### config.mk
export PLATFORM = sky130hd
export DESIGN_NAME = exc_dispatch_unit
export DESIGN_NICKNAME = d
export VERILOG_FILES = /design/src/rtl/exc_disp_pkg.sv /design/src/rtl/exc_arbiter.sv /design/src/rtl/exc_save_regs.sv /design/src/rtl/dbg_save_regs.sv /design/src/rtl/exc_dispatch_unit.sv
export SDC_FILE = /design/constraint.sdc
export NUM_CORES = 1
export LEC_CHECK = 0
export BUFFER_PORTS_ARGS = -buffer_cell sky130_fd_sc_hd__buf_2
export CAP_MARGIN = 20
export CORE_ASPECT_RATIO = 1.25
export CORE_MARGIN = 4
export CORE_UTILIZATION = 48
export CTS_CLUSTER_SIZE = 24
export DETAILED_ROUTE_END_ITERATION = 6
export PLACE_DENSITY = 0.78
export SLEW_MARGIN = 20
export SYNTH_ARGS = -nofsm -noshare
export SYNTH_HDL_FRONTEND = slang
export SYNTH_HIERARCHICAL = 1
export SYNTH_SLANG_ARGS = --single-unit
### constraint.sdc
create_clock -name clk -period 1.5 [get_ports clk]
set_input_delay 0.15 -clock clk [delete_from_list [all_inputs] [get_ports clk]]
set_output_delay 0.15 -clock clk [all_outputs]
set_load 0.03 [all_outputs]
### src/rtl/exc_disp_pkg.sv
// Shared types for the exception vector dispatch unit.
// Assumes a two-bit vector code agreed with the fetch redirect logic.
package exc_disp_pkg;

    typedef enum logic [1:0] {
        VEC_KERNEL = 2'd0,
        VEC_USER   = 2'd1,
        VEC_DOUBLE = 2'd2,
        VEC_DEBUG  = 2'd3
    } vec_e;

    // Vector for an ordinary exception from the current mode flags.
    function automatic vec_e pick_exc_vec(input logic excmode, input logic user);
        if (excmode)   return VEC_DOUBLE;
        else if (user) return VEC_USER;
        else           return VEC_KERNEL;
    endfunction

endpackage

### src/rtl/exc_arbiter.sv
// Decides which request is taken this cycle and which vector it selects.
// Assumes requests are single-cycle strobes; purely combinational.
module exc_arbiter
    import exc_disp_pkg::*;
#(
    parameter int ILVL_W    = 4,
    parameter int DBG_LEVEL = 6
) (
    input  logic              exc_req,
    input  logic              dbg_req,
    input  logic              excmode,
    input  logic              user,
    input  logic [ILVL_W-1:0] ilvl,
    output logic              take_exc,
    output logic              take_dbg,
    output logic              is_double,
    output vec_e              vec
);
    localparam logic [ILVL_W-1:0] DBG_LVL_V = ILVL_W'(DBG_LEVEL);

    // Debug accepted below its level; it outranks an ordinary exception.
    always_comb begin
        take_dbg  = dbg_req && (ilvl < DBG_LVL_V);
        take_exc  = exc_req && !take_dbg;
        is_double = excmode;
        vec       = take_dbg ? VEC_DEBUG : pick_exc_vec(excmode, user);
    end
endmodule

### src/rtl/exc_save_regs.sv
// Holds the exception save state: first-level PC, double-exception PC,
// cause and faulting address. HAS_DBL_SAVE picks whether a separate
// double-exception PC register exists.
module exc_save_regs #(
    parameter int XLEN         = 32,
    parameter int CAUSE_W      = 6,
    parameter bit HAS_DBL_SAVE = 1'b1
) (
    input  logic               clk,
    input  logic               rst_n,
    input  logic               take_exc,
    input  logic               is_double,
    input  logic [XLEN-1:0]    pc,
    input  logic [CAUSE_W-1:0] cause,
    input  logic [XLEN-1:0]    vaddr,
    input  logic               vaddr_vld,
    output logic [XLEN-1:0]    save_pc,
    output logic [XLEN-1:0]    dbl_save_pc,
    output logic [CAUSE_W-1:0] fault_code,
    output logic [XLEN-1:0]    fault_addr
);
    logic wr_save, wr_dbl;

    generate
        if (HAS_DBL_SAVE) begin : g_dbl
            // Route the PC by exception depth.
            always_comb begin
                wr_save = take_exc && !is_double;
                wr_dbl  = take_exc &&  is_double;
            end
            // Double-exception PC register.
            always_ff @(posedge clk) begin
                if (!rst_n)      dbl_save_pc <= '0;
                else if (wr_dbl) dbl_save_pc <= pc;
            end
        end else begin : g_nodbl
            // Without a double register every PC goes to the first-level one.
            always_comb begin
                wr_save = take_exc || (take_exc && is_double);
                wr_dbl  = 1'b0;
            end
            assign dbl_save_pc = '0;
        end
    endgenerate

    // First-level PC, cause and address registers.
    always_ff @(posedge clk) begin
        if (!rst_n) begin
            save_pc    <= '0;
            fault_code <= '0;
            fault_addr <= '0;
        end else begin
            if (wr_save)              save_pc    <= pc;
            if (take_exc)             fault_code <= cause;
            if (take_exc && vaddr_vld) fault_addr <= vaddr;
        end
    end


    addr_hold_chk: assert property (@(posedge clk) disable iff (!rst_n)
        !(take_exc && vaddr_vld) |=> $stable(fault_addr));


    dbl_route_chk: assert property (@(posedge clk) disable iff (!rst_n)
        (HAS_DBL_SAVE && take_exc && is_double) |=> $stable(save_pc));
endmodule

### src/rtl/dbg_save_regs.sv
// Holds the debug-entry state: debug cause, PC and status snapshot for
// the configured debug level. Written only when a debug entry is taken.
module dbg_save_regs #(
    parameter int XLEN     = 32,
    parameter int DCAUSE_W = 6,
    parameter int ST_W     = 6
) (
    input  logic                clk,
    input  logic                rst_n,
    input  logic                take_dbg,
    input  logic [XLEN-1:0]     pc,
    input  logic [DCAUSE_W-1:0] dcause,
    input  logic [ST_W-1:0]     st_snap,
    output logic [DCAUSE_W-1:0] dbg_code,
    output logic [XLEN-1:0]     dbg_save_pc,
    output logic [ST_W-1:0]     dbg_save_st
);
    // Capture the debug entry state.
    always_ff @(posedge clk) begin
        if (!rst_n) begin
            dbg_code    <= '0;
            dbg_save_pc <= '0;
            dbg_save_st <= '0;
        end else if (take_dbg) begin
            dbg_code    <= dcause;
            dbg_save_pc <= pc;
            dbg_save_st <= st_snap;
        end
    end


    dbg_hold_chk: assert property (@(posedge clk) disable iff (!rst_n)
        !take_dbg |=> ($stable(dbg_save_pc) && $stable(dbg_save_st)));
endmodule

### src/rtl/exc_dispatch_unit.sv
// Exception vector dispatch unit top. Registers the vector with a
// one-cycle valid and produces the new status fields. Assumes the caller
// applies the status write and redirects fetch from the vector code.
module exc_dispatch_unit
    import exc_disp_pkg::*;
#(
    parameter int XLEN         = 32,
    parameter int CAUSE_W      = 6,
    parameter int DCAUSE_W     = 6,
    parameter int ILVL_W       = 4,
    parameter int DBG_LEVEL    = 6,
    parameter bit HAS_DBL_SAVE = 1'b1
) (
    input  logic                clk,
    input  logic                rst_n,
    input  logic                exc_req_i,
    input  logic [XLEN-1:0]     exc_pc_i,
    input  logic [CAUSE_W-1:0]  exc_cause_i,
    input  logic [XLEN-1:0]     exc_vaddr_i,
    input  logic                exc_vaddr_vld_i,
    input  logic                dbg_req_i,
    input  logic [DCAUSE_W-1:0] dbg_cause_i,
    input  logic                st_excmode_i,
    input  logic                st_user_i,
    input  logic [ILVL_W-1:0]   st_ilvl_i,
    output logic                vec_vld_o,
    output logic [1:0]          vec_o,
    output logic                st_wr_o,
    output logic                st_excmode_o,
    output logic                st_user_o,
    output logic [ILVL_W-1:0]   st_ilvl_o,
    output logic [XLEN-1:0]     save_pc_o,
    output logic [XLEN-1:0]     dbl_save_pc_o,
    output logic [CAUSE_W-1:0]  fault_code_o,
    output logic [XLEN-1:0]     fault_addr_o,
    output logic [DCAUSE_W-1:0] dbg_code_o,
    output logic [XLEN-1:0]     dbg_save_pc_o,
    output logic [ILVL_W+1:0]   dbg_save_st_o
);
    localparam int ST_W = ILVL_W + 2;
    localparam logic [ILVL_W-1:0] DBG_LVL_V = ILVL_W'(DBG_LEVEL);

    logic take_exc, take_dbg, is_double, any_take;
    vec_e vec_sel;
    logic [ST_W-1:0] st_snap;
    logic [ILVL_W-1:0] ilvl_next;

    exc_arbiter #(.ILVL_W(ILVL_W), .DBG_LEVEL(DBG_LEVEL)) arb_i (
        .exc_req(exc_req_i), .dbg_req(dbg_req_i),
        .excmode(st_excmode_i), .user(st_user_i), .ilvl(st_ilvl_i),
        .take_exc(take_exc), .take_dbg(take_dbg),
        .is_double(is_double), .vec(vec_sel)
    );

    exc_save_regs #(.XLEN(XLEN), .CAUSE_W(CAUSE_W), .HAS_DBL_SAVE(HAS_DBL_SAVE)) exc_regs_i (
        .clk(clk), .rst_n(rst_n), .take_exc(take_exc), .is_double(is_double),
        .pc(exc_pc_i), .cause(exc_cause_i), .vaddr(exc_vaddr_i),
        .vaddr_vld(exc_vaddr_vld_i),
        .save_pc(save_pc_o), .dbl_save_pc(dbl_save_pc_o),
        .fault_code(fault_code_o), .fault_addr(fault_addr_o)
    );

    dbg_save_regs #(.XLEN(XLEN), .DCAUSE_W(DCAUSE_W), .ST_W(ST_W)) dbg_regs_i (
        .clk(clk), .rst_n(rst_n), .take_dbg(take_dbg),
        .pc(exc_pc_i), .dcause(dbg_cause_i), .st_snap(st_snap),
        .dbg_code(dbg_code_o), .dbg_save_pc(dbg_save_pc_o),
        .dbg_save_st(dbg_save_st_o)
    );

    // Status snapshot and next interrupt level.
    always_comb begin
        st_snap   = {st_excmode_i, st_user_i, st_ilvl_i};
        any_take  = take_exc || take_dbg;
        ilvl_next = take_dbg ? DBG_LVL_V : st_ilvl_i;
    end

    // Registered vector, valid pulse and status update.
    always_ff @(posedge clk) begin
        if (!rst_n) begin
            vec_vld_o    <= 1'b0;
            vec_o        <= 2'd0;
            st_wr_o      <= 1'b0;
            st_excmode_o <= 1'b0;
            st_user_o    <= 1'b0;
            st_ilvl_o    <= '0;
        end else begin
            vec_vld_o <= any_take;
            st_wr_o   <= any_take;
            if (any_take) begin
                vec_o        <= vec_sel;
                st_excmode_o <= 1'b1;
                st_user_o    <= st_user_i;
                st_ilvl_o    <= ilvl_next;
            end
        end
    end


    excmode_set_chk: assert property (@(posedge clk) disable iff (!rst_n)
        vec_vld_o |-> (st_excmode_o && st_wr_o));


    double_vec_chk: assert property (@(posedge clk) disable iff (!rst_n)
        ($past(rst_n) && $past(exc_req_i && st_excmode_i && !dbg_req_i))
        |-> (vec_vld_o && vec_o == VEC_DOUBLE));


    dbg_block_chk: assert property (@(posedge clk) disable iff (!rst_n)
        ($past(rst_n) && $past(dbg_req_i && !exc_req_i && st_ilvl_i >= DBG_LVL_V))
        |-> !vec_vld_o);


    dbg_level_chk: assert property (@(posedge clk) disable iff (!rst_n)
        (vec_vld_o && vec_o == VEC_DEBUG) |-> (st_ilvl_o == DBG_LVL_V));


    pulse_src_chk: assert property (@(posedge clk) disable iff (!rst_n)
        ($past(rst_n) && vec_vld_o) |-> $past(exc_req_i || dbg_req_i));
endmodule

# ---- Word level (Yosys, flattened, before mapping)
# Index checks and enable logic that the tools add are counted.
# Widths: inputs -> output; s select.
dict set report totals {
  reg_bits 155
  in_bits 87
}
dict set report op_classes {
  muxes 4
  n_reduce_logical 8
  order_cmp 1
}
# op count
set ops {}
lappend ops {{$logic_and 1x1->1} 5}
lappend ops {{$lt 4x3->1 const B} 1}
lappend ops {{$mux 2} 2}
lappend ops {{$mux 4} 1}
lappend ops {{$logic_not 1->1} 2}
lappend ops {{$logic_or 1x1->1} 1}
lappend ops {{$mux 1} 1}

# ---- Logic depth before layout (Yosys ltp)
# Gate-level depths: netlist of run 1.
dict set report depth {
  word_depth 5
  mapped_depth 6
  depth_no_buf 4
}

# ---- Cells and area by module
# The synthesis of run 1 kept the hierarchy.
# mod seq_area_each_um2 area_per_inst_um2 cells_per_inst n_inst
set modules_own_cells {}
lappend modules_own_cells {exc_save_regs 2042.0 3861.2 410 1}
lappend modules_own_cells {dbg_save_regs 880.8 1702.9 141 1}
lappend modules_own_cells {exc_dispatch_unit 180.2 357.8 32 1}
lappend modules_own_cells {exc_arbiter 0.0 58.8 8 1}

# ---- Least setup slack after synthesis of run 1
# OpenSTA, ideal clock, no wires.
dict set report synth_timing {
  kind {input -> register}
  startpoint {input st_ilvl_i[3]}
  endpoint {register exc_regs_i.dbl_save_pc[0]}
  path_slack_ns 0.275
  cell_stages 6
  arrival_ns 1.105
  cell_sequence {nand2b_4 > o21a_1 > and2_1 > buf_4 > buf_6 > mux2i_1}
}
dict set report synth_between {
  elab_chain_len 5
}
# element line_no
set synth_lines {}
lappend synth_lines {{from (decl)} exc_dispatch_unit.sv:25} ;# input logic [ILVL_W-1:0] st_ilvl_i,
lappend synth_lines {{$lt 4x3->1} exc_arbiter.sv:23} ;# take_dbg = dbg_req && (ilvl < DBG_LVL_V);
lappend synth_lines {{$logic_and 1x1->1} exc_arbiter.sv:23}
lappend synth_lines {{$logic_not 1->1} exc_arbiter.sv:24} ;# take_exc = exc_req && !take_dbg;
lappend synth_lines {{$logic_and 1x1->1} exc_arbiter.sv:24}
lappend synth_lines {{via take_exc} exc_dispatch_unit.sv:43} ;# logic take_exc, take_dbg, is_double, any_take;
lappend synth_lines {{$logic_and 1x1->1} exc_save_regs.sv:29} ;# wr_dbl = take_exc && is_double;
lappend synth_lines {{to (signal assigned)} exc_save_regs.sv:34} ;# else if (wr_dbl) dbl_save_pc <= pc;
lappend synth_lines {{to (decl)} exc_save_regs.sv:18} ;# output logic [XLEN-1:0] dbl_save_pc,
# The timed path passes the listed nets, and every way through them passes these cells.
# A chain may end at the register's enable or synchronous reset.

# ---- Final worst setup path of run 1
dict set report layout_timing {
  startpoint {register exc_regs_i.fault_addr[18]}
  endpoint {output fault_addr_o[18]}
}
# element line_no
set layout_rtl {}
lappend layout_rtl {{from (decl)} exc_save_regs.sv:20} ;# output logic [XLEN-1:0] fault_addr
lappend layout_rtl {{from (signal assigned)} exc_save_regs.sv:55} ;# if (take_exc && vaddr_vld) fault_addr <= vaddr;
lappend layout_rtl {{to (decl)} exc_dispatch_unit.sv:35} ;# output logic [XLEN-1:0] fault_addr_o,
# No word-level cell between the ends.

==> metrics.md, run 1 <==
| Metric | Value |
|---|---|
| CP top delay family | `flip-flops` |
| Clock insertion delay at the later pin of the skew report | `0.41 ns` |
| Number of diodes | `0` |
| Final critical-path setup slack | `roughly 0.34 ns` |
| Number of levels the H-tree was split into | `4` |
| Worst Clk Skew | `0 ns` |
| Register-to-Register Setup Slack | `approximately 0.63 ns` |
| Maximum VDD drop | `a little under 0.8 mV` |
| Sequential fraction of the synthesis area | `0.5188` |
| Startpoint of the most critical register-to-register path | `vec_o[1]` |
| Most used routing layer | `met2` |
| Mapped Nets | `678` |
| R2R depth | `2` |
| Critical R2R Capture | `vec_o[1]` |
| DR vias/cell | `around 5.1` |
| Power Density | `about 1200 mW/mm²` |
| Buffers & Inverters on Critical Path | `1` |
| Critical path data required time | `1.35 ns` |
| Arrival time of the worst setup path | `just over 1 ns` |
| Number of unique standard cell types used by synthesis | `25` |
| Worst relative slew slack | `0.6673` |
| Max Slew Vio Count | `0` |
| Post-CTS Resized | `0` |
| Clock buffer depth | `2` |
| Final setup fails | `0` |
| Kind of end point of the critical path | `primary output` |
| Sink Count | `155` |
| Cell breakdown of the critical path | `buf_2` |
| Max Clock Freq | `roughly 0.86 GHz` |
| Transition time at the pin with the least slew margin | `0.4990 ns` |
| Met1 GRT Util | `0.2499` |
| Classification of the worst-slack hold path | `in -> reg` |
| Final Hold Violating Endpoints | `0` |
| Post-synthesis instance area | `between 0.005 and 0.006 mm²` |
| Root buffer cell | `sky130_fd_sc_hd__clkbuf_16` |
| Total number of vias | `between 5000 and 6000` |
| Time the final worst path needs with I/O delays and setup | `around 1.2 ns` |
| Syn Inst Count | `roughly 600` |
| Count of nets after finishing | `roughly 940` |
| Mean area per synthesized cell | `roughly 10 µm²` |
| Final Non-Filler Cells | `1029` |
| Slowest cell on the critical path | `sky130_fd_sc_hd__dfxtp_1` |
| Maximum number of pins on one net before global-route repair | `roughly 130` |
| Port-buffer cells | `~240` |
| Met2 routing resource usage after global routing | `0.3762` |
| Critical Path Source Type | `flip-flop` |
| Destination of the worst hold path | `dbg_regs_i/dbg_code[0]` |
| First-pass iteration count of the detailed router | `5` |
| Boundary pin count | `243` |
| Number of nets still failing antenna checks after routing | `0` |
| Share of the core filled with cells in the final layout | `0.6776` |
| Iter 0 DRT Violations | `206` |
| Clk pin slew, worst setup/hold paths | `~0.06 ns` |
| Placed instance area | `0.007292 mm²` |
| Final RePlAce weighted congestion | `around 0.8` |
| Most used cells in the layout excluding fill and tap cells | `sky130_fd_sc_hd__buf_2, sky130_fd_sc_hd__dfxtp_1, sky130_fd_sc_hd__nand2_1` |
| CTS buffer count | `17` |
| Critical path's largest stage delay | `about 0.38 ns` |
| Number of global-route vias before repair | `5213` |
| Pre-CTS WS | `~0.021 ns` |
| Site row count | `between 40 and 50` |
| Total Power | `~10 mW` |
| Class of the most critical setup path | `reg -> out` |
| Fraction of final layout cells with drive strength greater than 1 | `0.3434` |
| Total area of sequential cells | `about 0.0031 mm²` |
| Area of the core region | `roughly 0.012 mm²` |
| Start point of the worst hold path | `dbg_cause_i[0]` |
| Overall fraction of global-route tracks in use | `0.2182` |
| Instance count after placement with tap cells included | `between 900 and 1000` |
| Post-synthesis register bit count | `155` |
| Pleak | `3.904 nW` |
| Number of antenna violations at the first check in global routing | `0` |
| Syn. warnings | `6` |
| Overall die area | `roughly 0.014 mm²` |
| Final-layout setup total negative slack | `0 ns` |
| Setup repair after global routing missed its margin | `false` |
| Worst Path Max Fanout | `2` |
| Hold slack | `0.01642 ns` |
| Post-Route WL | `16020 µm` |
| Post-DR wirelength/cell | `15.57 µm` |
| Remaining global-route overflow | `0` |
| Post-route standard cell area excluding fillers | `0.008240 mm²` |
| Fill cell count | `925` |
| Global Route met3 Usage | `0.06345` |
| # DRC | `0` |
| Starting Density | `0.4918` |
| Max-cap viol count | `0` |
| Area of combinational cells with multiple inputs | `around 0.0025 mm²` |
| Min-Delay Path Depth | `3` |
| Total half-perimeter wirelength after legalization and detailed placement | `about 11000 µm` |
| Die width | `107.8 µm` |
| Wire length of the first global-routing pass | `around 25000 µm` |
| Fin crit share | `0.7764` |
| Most frequent standard cell in the layout excluding fill and tap cells | `sky130_fd_sc_hd__buf_2` |
| Die Ht | `about 130 µm` |
| Area Growth Syn to Fin | `37.78%` |
| Status | `complete, no violations` |
| CTS tree | `built` |
[layer usage]
| metal | share of wire | up-vias |
|---|---|---|
| met2 | 0.51 | 240 |
| met1 | 0.38 | 2429 |
| met5 | 0 | - |
| met3 | 0.084 | 33 |
| li1 | - | 2520 |
| met4 | 0.025 | 0 |
[registers in the layout (all words and copies together), names as in the netlist]
register / cells
dbg_regs_i/dbg_save_pc: 32
exc_regs_i/dbl_save_pc: 32
exc_regs_i/fault_addr: 32
exc_regs_i/save_pc: 32
dbg_regs_i/dbg_code: 6
dbg_regs_i/dbg_save_st: 6
exc_regs_i/fault_code: 6
st_ilvl_o: 4
vec_o: 2
st_excmode_o: 1
st_user_o: 1
st_wr_o: 1
[where the power goes]
group          switching, mW  internal (mW)
registers              0.111           4.32
clock network           1.82           2.51
logic                  0.929          0.567
[Yosys cell counts, drive strengths merged]
| library cell | instances | area (µm²) |
|---|---|---|
| or3b | 3 | 26.28 |
| nand4 | 32 | 200.2 |
| a21boi | 3 | 22.52 |
| clkbuf | 13 | 53.80 |
| mux2i | 116 | 1161 |
| buf | 37 | 307.8 |
| nand2 | 128 | 480.5 |
| mux2 | 2 | 22.52 |
| nor2b | 50 | 312.8 |
| o22ai | 1 | 6.260 |
| o21bai | 1 | 7.510 |
| dfxtp | 155 | 3103 |
| inv | 1 | 3.750 |
| and2 | 3 | 21.27 |
| o21a | 4 | 30.03 |
| nand2b | 3 | 26.27 |
| o31a | 1 | 8.760 |
| nor2 | 3 | 11.26 |
| o21ai | 35 | 175.2 |
[tightest hold or removal path, cell delays in order]
cell,delay (ns)
sky130_fd_sc_hd__buf_2,0.07
sky130_fd_sc_hd__mux2i_1,0.06
sky130_fd_sc_hd__nor2b_1,0.10
[logic make-up (layout without fill, tap and decap cells)]
group	after synthesis	in the layout	share of synthesized area
AND/OR/NAND/NOR	222	222	0.1803
flip-flops	155	155	0.5188
multiplexers	118	118	0.1979
buffers and inverters	51	325	0.06109
AO/OA/AOI/OAI	45	45	0.04184
[timing repair]
item,4_1_cts,5_1_grt
buffers inserted,0,0
endpoints found under the hold margin,35,0
hold buffers,35,0
[final cells by class]
cell class,instances,share of cell area
Tap cell,164,0.02490
Sequential cell,155,0.3766
Multi-Input combinational cell,385,0.3064
Inverter,1,0.0004555
Timing Repair Buffer,292,0.2191
Clock buffer,17,0.05162
Clock inverter,15,0.02095
[worst max path at each step]
stage / startpoint / to / cells after the start
2_1_floorplan: st_ilvl_i[3] / exc_regs_i/dbl_save_pc[0] / 6
3_3_place_gp: st_ilvl_i[3] / exc_regs_i/fault_addr[10] / 7
3_5_place_dp: st_ilvl_i[3] / exc_regs_i/fault_addr[23] / 7
4_1_cts: exc_regs_i/fault_addr[16] / fault_addr_o[16] / 1
5_1_grt: exc_regs_i/fault_addr[18] / fault_addr_o[18] / 1
6_report: exc_regs_i/fault_addr[18] / fault_addr_o[18] / 1
Power figures use the tool's default switching activity.
==> run 2: changes to the inputs <==
==> constraint.sdc (replaced) <==
create_clock -name clk -period 1.1 [get_ports clk]
set_input_delay 0.11 -clock clk [delete_from_list [all_inputs] [get_ports clk]]
set_output_delay 0.11 -clock clk [all_outputs]
set_load 0.03 [all_outputs]
==> metrics.md, run 2 (synthesized netlist as in run 1, its figures left out) <==
| Metric | Value |
|---|---|
| Status | `complete, but fails checks (was complete, no violations)` |
| Failing checks | `setup timing` |
| Worst setup path startpoint | `dbg_regs_i/dbg_code[5] (was exc_regs_i/fault_addr[18])` |
| Pleak | `4.116 nW (was 3.904 nW)` |
| Number of global-route vias before repair | `5674 (was 5213)` |
| Most frequent standard cell in the layout excluding fill and tap cells | `sky130_fd_sc_hd__buf_2 (unchanged)` |
| Fraction of final layout cells with drive strength greater than 1 | `0.3373 (was 0.3434)` |
| Most used cells in the layout excluding fill and tap cells | `sky130_fd_sc_hd__buf_2, sky130_fd_sc_hd__dfxtp_1, sky130_fd_sc_hd__nand2_1 (unchanged)` |
| Final RePlAce weighted congestion | `0.7915 (was 0.7970)` |
| Startpoint of the most critical register-to-register path | `st_user_o (was vec_o[1])` |
| Critical path data required time | `0.99 ns (was 1.35 ns)` |
| Final critical-path setup slack | `-0.01584 ns (was 0.3354 ns)` |
| Die width | `107.8 µm (unchanged)` |
| Total half-perimeter wirelength after legalization and detailed placement | `11230 µm (was 11170 µm)` |
| Worst Clk Skew | `0 ns (unchanged)` |
| Time the final worst path needs with I/O delays and setup | `approximately 1.1 ns` |
| Area Growth Syn to Fin | `49.31% (was 37.78%)` |
| Kind of end point of the critical path | `primary output (unchanged)` |
| Pre-CTS WS | `-0.2360 ns (was 0.02052 ns)` |
| Start point of the worst hold path | `exc_pc_i[27] (was dbg_cause_i[0])` |
| Starting Density | `0.4918 (unchanged)` |
| Critical Path Source Type | `flip-flop (unchanged)` |
| Post-DR wirelength/cell | `17.24 µm (was 15.57 µm)` |
| Count of nets after finishing | `987 (was 939)` |
| Overall fraction of global-route tracks in use | `0.2417 (was 0.2182)` |
| Iter 0 DRT Violations | `207 (was 206)` |
| Slowest cell on the critical path | `sky130_fd_sc_hd__dfxtp_1 (unchanged)` |
| Sink Count | `155 (unchanged)` |
| Number of antenna violations at the first check in global routing | `0 (unchanged)` |
| Clk pin slew, worst setup/hold paths | `0.06 ns (about the same)` |
| Setup Buffers After CTS | `0 (unchanged)` |
| Max-cap viol count | `0 (unchanged)` |
| Max Clock Freq | `between 0.8 and 0.9 GHz` |
| Site row count | `45 (unchanged)` |
| Transition time at the pin with the least slew margin | `0.2363 ns (was 0.4990 ns)` |
| Number of diodes | `0 (unchanged)` |
| Root buffer cell | `sky130_fd_sc_hd__clkbuf_16 (unchanged)` |
| DR vias/cell | `5.123 (was 5.075)` |
| Arrival time of the worst setup path | `1.01 ns (about the same)` |
| Final Hold Violating Endpoints | `0 (unchanged)` |
| Area of the core region | `0.01216 mm² (unchanged)` |
| Power Density | `1616 mW/mm² (was 1245 mW/mm²)` |
| Final setup fails | `2 (was 0)` |
| Critical path's largest stage delay | `0.42 ns (was 0.38 ns)` |
| First-pass iteration count of the detailed router | `5 (unchanged)` |
| Class of the most critical setup path | `reg -> out (unchanged)` |
| Cell breakdown of the critical path | `buf_6 (was buf_2)` |
| Post-Route WL | `18570 µm (was 16020 µm)` |
| Wire length of the first global-routing pass | `27630 µm (was 25220 µm)` |
| Classification of the worst-slack hold path | `in -> reg (unchanged)` |
| Max Slew Vio Count | `0 (unchanged)` |
| Maximum number of pins on one net before global-route repair | `50 (was 133)` |
| CTS tree | `built (unchanged)` |
| Worst relative slew slack | `0.8379 (was 0.6673)` |
| Remaining global-route overflow | `0 (unchanged)` |
| Number of levels the H-tree was split into | `4 (unchanged)` |
| Total number of vias | `5518 (was 5222)` |
| Clock buffer depth | `2 (unchanged)` |
| Overall die area | `0.01432 mm² (unchanged)` |
| Port-buffer cells | `242 (unchanged)` |
| Worst Path Max Fanout | `2 (unchanged)` |
| Die Ht | `132.8 µm (unchanged)` |
| CTS buffer count | `17 (unchanged)` |
| Setup repair after global routing missed its margin | `true (was false)` |
| Number of nets still failing antenna checks after routing | `0 (unchanged)` |
| Maximum VDD drop | `1.023 mV (was 0.7781 mV)` |
| Buffers & Inverters on Critical Path | `1 (unchanged)` |
| Clock insertion delay at the later pin of the skew report | `0.41 ns (about the same)` |
| Fin crit share | `1.014` |
| CP top delay family | `flip-flops (unchanged)` |
| Hold slack | `0.009043 ns (was 0.01642 ns)` |
| # DRC | `0 (unchanged)` |
| Boundary pin count | `243 (unchanged)` |
## run 2: cell type report
| cell class | count | area, µm² |
|---|---|---|
| flip-flops and latches | 155 | 3108 |
| inverters | 1 | 3.754 |
| fillers | 797 | 3232 |
| repair buffers | 340 | 2465 |
| clock buffers | 21 | 460.4 |
| multi-input cells | 385 | 2531 |
| well taps | 164 | 205.2 |
| clock inverters | 11 | 156.4 |
## run 2: per-layer routing
metal,up-vias,global-route usage,share of wire
met3,55,0.07662,0.077
met1,2594,0.2602,0.37
met2,249,0.4260,0.52
met5,-,0,0
li1,2620,-,-
met4,0,0.1102,0.038
## run 2: repair_timing
item                                    in CTS  in global routing
hold endpoints to repair                   104                  0
gates resized for setup                      7                114
endpoints found under the setup margin       6                 75
hold buffers                                74                  0
## run 2: final timing paths
path | slack (ns) | endpoint | depth (start not counted)
max reg2reg | 0.21 | st_user_o | 2
max | -0.02 | dbg_code_o[5] | 1
min | 0.009 | exc_regs_i/save_pc[27] | 3
min reg2reg | 0.46 | exc_regs_i/save_pc[26] | 2
## run 2: through the flow
stage	cell area, µm²	total power [mW]	std cells	util	TNS (ns)
finish	8930	14.43	1077	0.7343	-0.01601
global route	8930	14.96	1077	0.7343	-0.2413
CTS	8740	14.39	1077	0.7186	0
detailed placement	7366	8.139	971	0.6057	-25.55
global placement	7366	8.083	971	0.6057	-21.62
floorplan	6006	7.474	591	-	-1.102
## run 2: report_power, final
part           leakage [nW]  switching [mW]  internal, mW
Sequential             1.27           0.169          5.90
Clock                 0.303            2.34          3.73
Combinational          2.54            1.33         0.955
==> run 3: changes to the inputs <==
--- a/config.mk
+++ b/config.mk
@@ -12,7 +12,8 @@
 export CORE_UTILIZATION = 48
 export CTS_CLUSTER_SIZE = 24
 export DETAILED_ROUTE_END_ITERATION = 6
-export PLACE_DENSITY = 0.78
+export MAX_ROUTING_LAYER = met4
+export PLACE_DENSITY = 0.8
 export SLEW_MARGIN = 20
 export SYNTH_ARGS = -nofsm -noshare
 export SYNTH_HDL_FRONTEND = slang
==> metrics.md, run 3 (synthesized netlist as in run 1, its figures left out) <==
| Metric | Value |
|---|---|
| Final Hold Violating Endpoints | `0 (unchanged)` |
| Final Non-Filler Cells | `1081 (was 1077)` |
| Instance count after placement with tap cells included | `980 (was 971)` |
| Proportion of total power due to net switching | `0.2763 (was 0.2663)` |
| Number of levels the H-tree was split into | `4 (unchanged)` |
| Fin crit share | `0.9922 (was 1.014)` |
| Worst relative slew slack | `0.8569 (was 0.8379)` |
| Maximum VDD drop | `0.9304 mV (was 1.023 mV)` |
| Placed instance area | `0.007433 mm² (was 0.007366 mm²)` |
| Final RePlAce weighted congestion | `0.8489 (was 0.7915)` |
| Portion of total power attributed to the clock network | `0.398 (was 0.421)` |
| Remaining global-route overflow | `0 (unchanged)` |
| Die width | `107.8 µm (unchanged)` |
| Total number of vias | `5510 (was 5518)` |
| Starting Density | `0.4918 (unchanged)` |
| Number of global-route vias before repair | `5578 (was 5674)` |
| Status | `complete, no violations (was complete, but fails checks)` |
| Root buffer cell | `sky130_fd_sc_hd__clkbuf_16 (unchanged)` |
| Sequential fraction of design power | `0.437 (was 0.421)` |
| Combinational cell fraction of total power | `0.165 (was 0.159)` |
| Iter 0 DRT Violations | `318 (was 207)` |
| Area of the core region | `0.01216 mm² (unchanged)` |
| Boundary pin count | `243 (unchanged)` |
| Die Ht | `132.8 µm (unchanged)` |
| Slowest cell on the critical path | `sky130_fd_sc_hd__dfxtp_1 (unchanged)` |
| Total Power | `13.83 mW (was 14.43 mW)` |
| Clock buffer depth | `2 (unchanged)` |
| Sink Count | `155 (unchanged)` |
| Kind of end point of the critical path | `primary output (unchanged)` |
| Most used cells in the layout excluding fill and tap cells | `sky130_fd_sc_hd__buf_2, sky130_fd_sc_hd__dfxtp_1, sky130_fd_sc_hd__nand2_1 (unchanged)` |
| Pleak | `4.093 nW (was 4.116 nW)` |
| First-pass iteration count of the detailed router | `5 (unchanged)` |
| Wire length of the first global-routing pass | `27950 µm (was 27630 µm)` |
| Number of nets still failing antenna checks after routing | `0 (unchanged)` |
| Overall fraction of global-route tracks in use | `0.2514 (was 0.2417)` |
| Max-cap viol count | `0 (unchanged)` |
| Post-DR wirelength/cell | `16.66 µm (was 17.24 µm)` |
| Time the final worst path needs with I/O delays and setup | `1.091 ns (was 1.116 ns)` |
| Number of diodes | `0 (unchanged)` |
| Critical Path Source Type | `flip-flop (unchanged)` |
| Area Growth Syn to Fin | `47.09% (was 49.31%)` |
| Buffers & Inverters on Critical Path | `1 (unchanged)` |
| Classification of the worst-slack hold path | `in -> reg (unchanged)` |
| CTS tree | `built (unchanged)` |
| Site row count | `45 (unchanged)` |
| P_sw | `3.822 mW (was 3.842 mW)` |
| Worst Clk Skew | `0 ns (unchanged)` |
| Total half-perimeter wirelength after legalization and detailed placement | `11520 µm (was 11230 µm)` |
| # DRC | `0 (unchanged)` |
| Max Slew Vio Count | `0 (unchanged)` |
| Total internal power | `10.01 mW (was 10.59 mW)` |
| Final-layout setup total negative slack | `0 ns (was -0.01601 ns)` |
| Port-buffer cells | `242 (unchanged)` |
| Count of nets after finishing | `993 (was 987)` |
| Critical path's largest stage delay | `0.39 ns (was 0.42 ns)` |
| Max Clock Freq | `0.9163 GHz (was 0.8962 GHz)` |
| Arrival time of the worst setup path | `0.98 ns (was 1.01 ns)` |
| Power Density | `1572 mW/mm² (was 1616 mW/mm²)` |
| Clk pin slew, worst setup/hold paths | `0.06 ns (about the same)` |
| Most frequent standard cell in the layout excluding fill and tap cells | `sky130_fd_sc_hd__buf_2 (unchanged)` |
| Maximum number of pins on one net before global-route repair | `58 (was 50)` |
| CTS buffer count | `17 (unchanged)` |
| Number of antenna violations at the first check in global routing | `0 (unchanged)` |
| Post-route standard cell area excluding fillers | `0.008797 mm² (was 0.008930 mm²)` |
| Cell breakdown of the critical path | `buf_4 (was buf_6)` |
| Share of the core filled with cells in the final layout | `0.7234 (was 0.7343)` |
| Class of the most critical setup path | `reg -> out (unchanged)` |
| Critical path data required time | `0.99 ns (about the same)` |
| CP top delay family | `flip-flops (unchanged)` |
| Overall die area | `0.01432 mm² (unchanged)` |
| Fill cell count | `861 (was 797)` |
| Worst Path Max Fanout | `2 (unchanged)` |
| Setup Buffers After CTS | `0 (unchanged)` |
| Transition time at the pin with the least slew margin | `0.2087 ns (was 0.2363 ns)` |
| Post-Route WL | `18010 µm (was 18570 µm)` |
| DR vias/cell | `5.097 (was 5.123)` |
| Final setup fails | `0 (was 2)` |
| Clock insertion delay at the later pin of the skew report | `0.40 ns (was 0.41 ns)` |
| Fraction of final layout cells with drive strength greater than 1 | `0.3413 (was 0.3373)` |
[run 3: per-layer routing]
layer | GRT usage | vias up | wire (µm)
li1 | - | 2617 | -
met1 | 0.2847 | 2558 | 6823
met2 | 0.4253 | 285 | 9223
met3 | 0.06149 | 50 | 1366
met4 | 0.09544 | 0 | 598
met5 | - | - | 0
[run 3: stage by stage]
step / hold WS [ns] / setup WS [ns]
5_1_grt: 0.003048 / -0.01641
2_1_floorplan: 0.2275 / -0.03646
4_1_cts: 0.001372 / 0.01048
3_3_place_gp: 0.3487 / -0.2071
6_report: 0.01433 / 0.008617
3_5_place_dp: 0.3532 / -0.2529
[run 3: path summary, 6_finish.rpt]
kind	from	to	slack [ns]	cells past startpoint
setup / recovery	dbg_regs_i/dbg_code[2]	dbg_code_o[2]	0.009	1
hold / removal	exc_pc_i[17]	exc_regs_i/dbl_save_pc[17]	0.01	3
setup reg to reg	st_user_o	st_user_o	0.21	2
hold reg to reg	exc_regs_i/dbl_save_pc[26]	exc_regs_i/dbl_save_pc[26]	0.45	2
[run 3: final cells by class]
type                    instances  area [µm²]  area share
clock inverters                12       117.6     0.01337
clock buffers                  18       439.2     0.04992
flip-flops and latches        155        3103      0.3527
inverters                       1       3.754   0.0004267
well taps                     164       205.2     0.02333
multi-input cells             385        2531      0.2877
repair buffers                346        2397      0.2725
[run 3: what timing repair did]
action	in CTS	in global routing
resized for setup	1	51
cloned	0	0
endpoints found under the setup margin	1	36
endpoints found under the hold margin	101	0
hold buffers	71	0
[run 3: power groups by stage]
stage                     Sequential (mW)  Clock [mW]  Combinational, mW
after floorplan                      6.71           0              0.765
after global placement               6.15           0               1.99
after detailed placement             6.15           0               2.01
after CTS                            6.03        5.61               2.21
after global routing                 6.07        5.84               2.42
final                                6.04        5.51               2.28
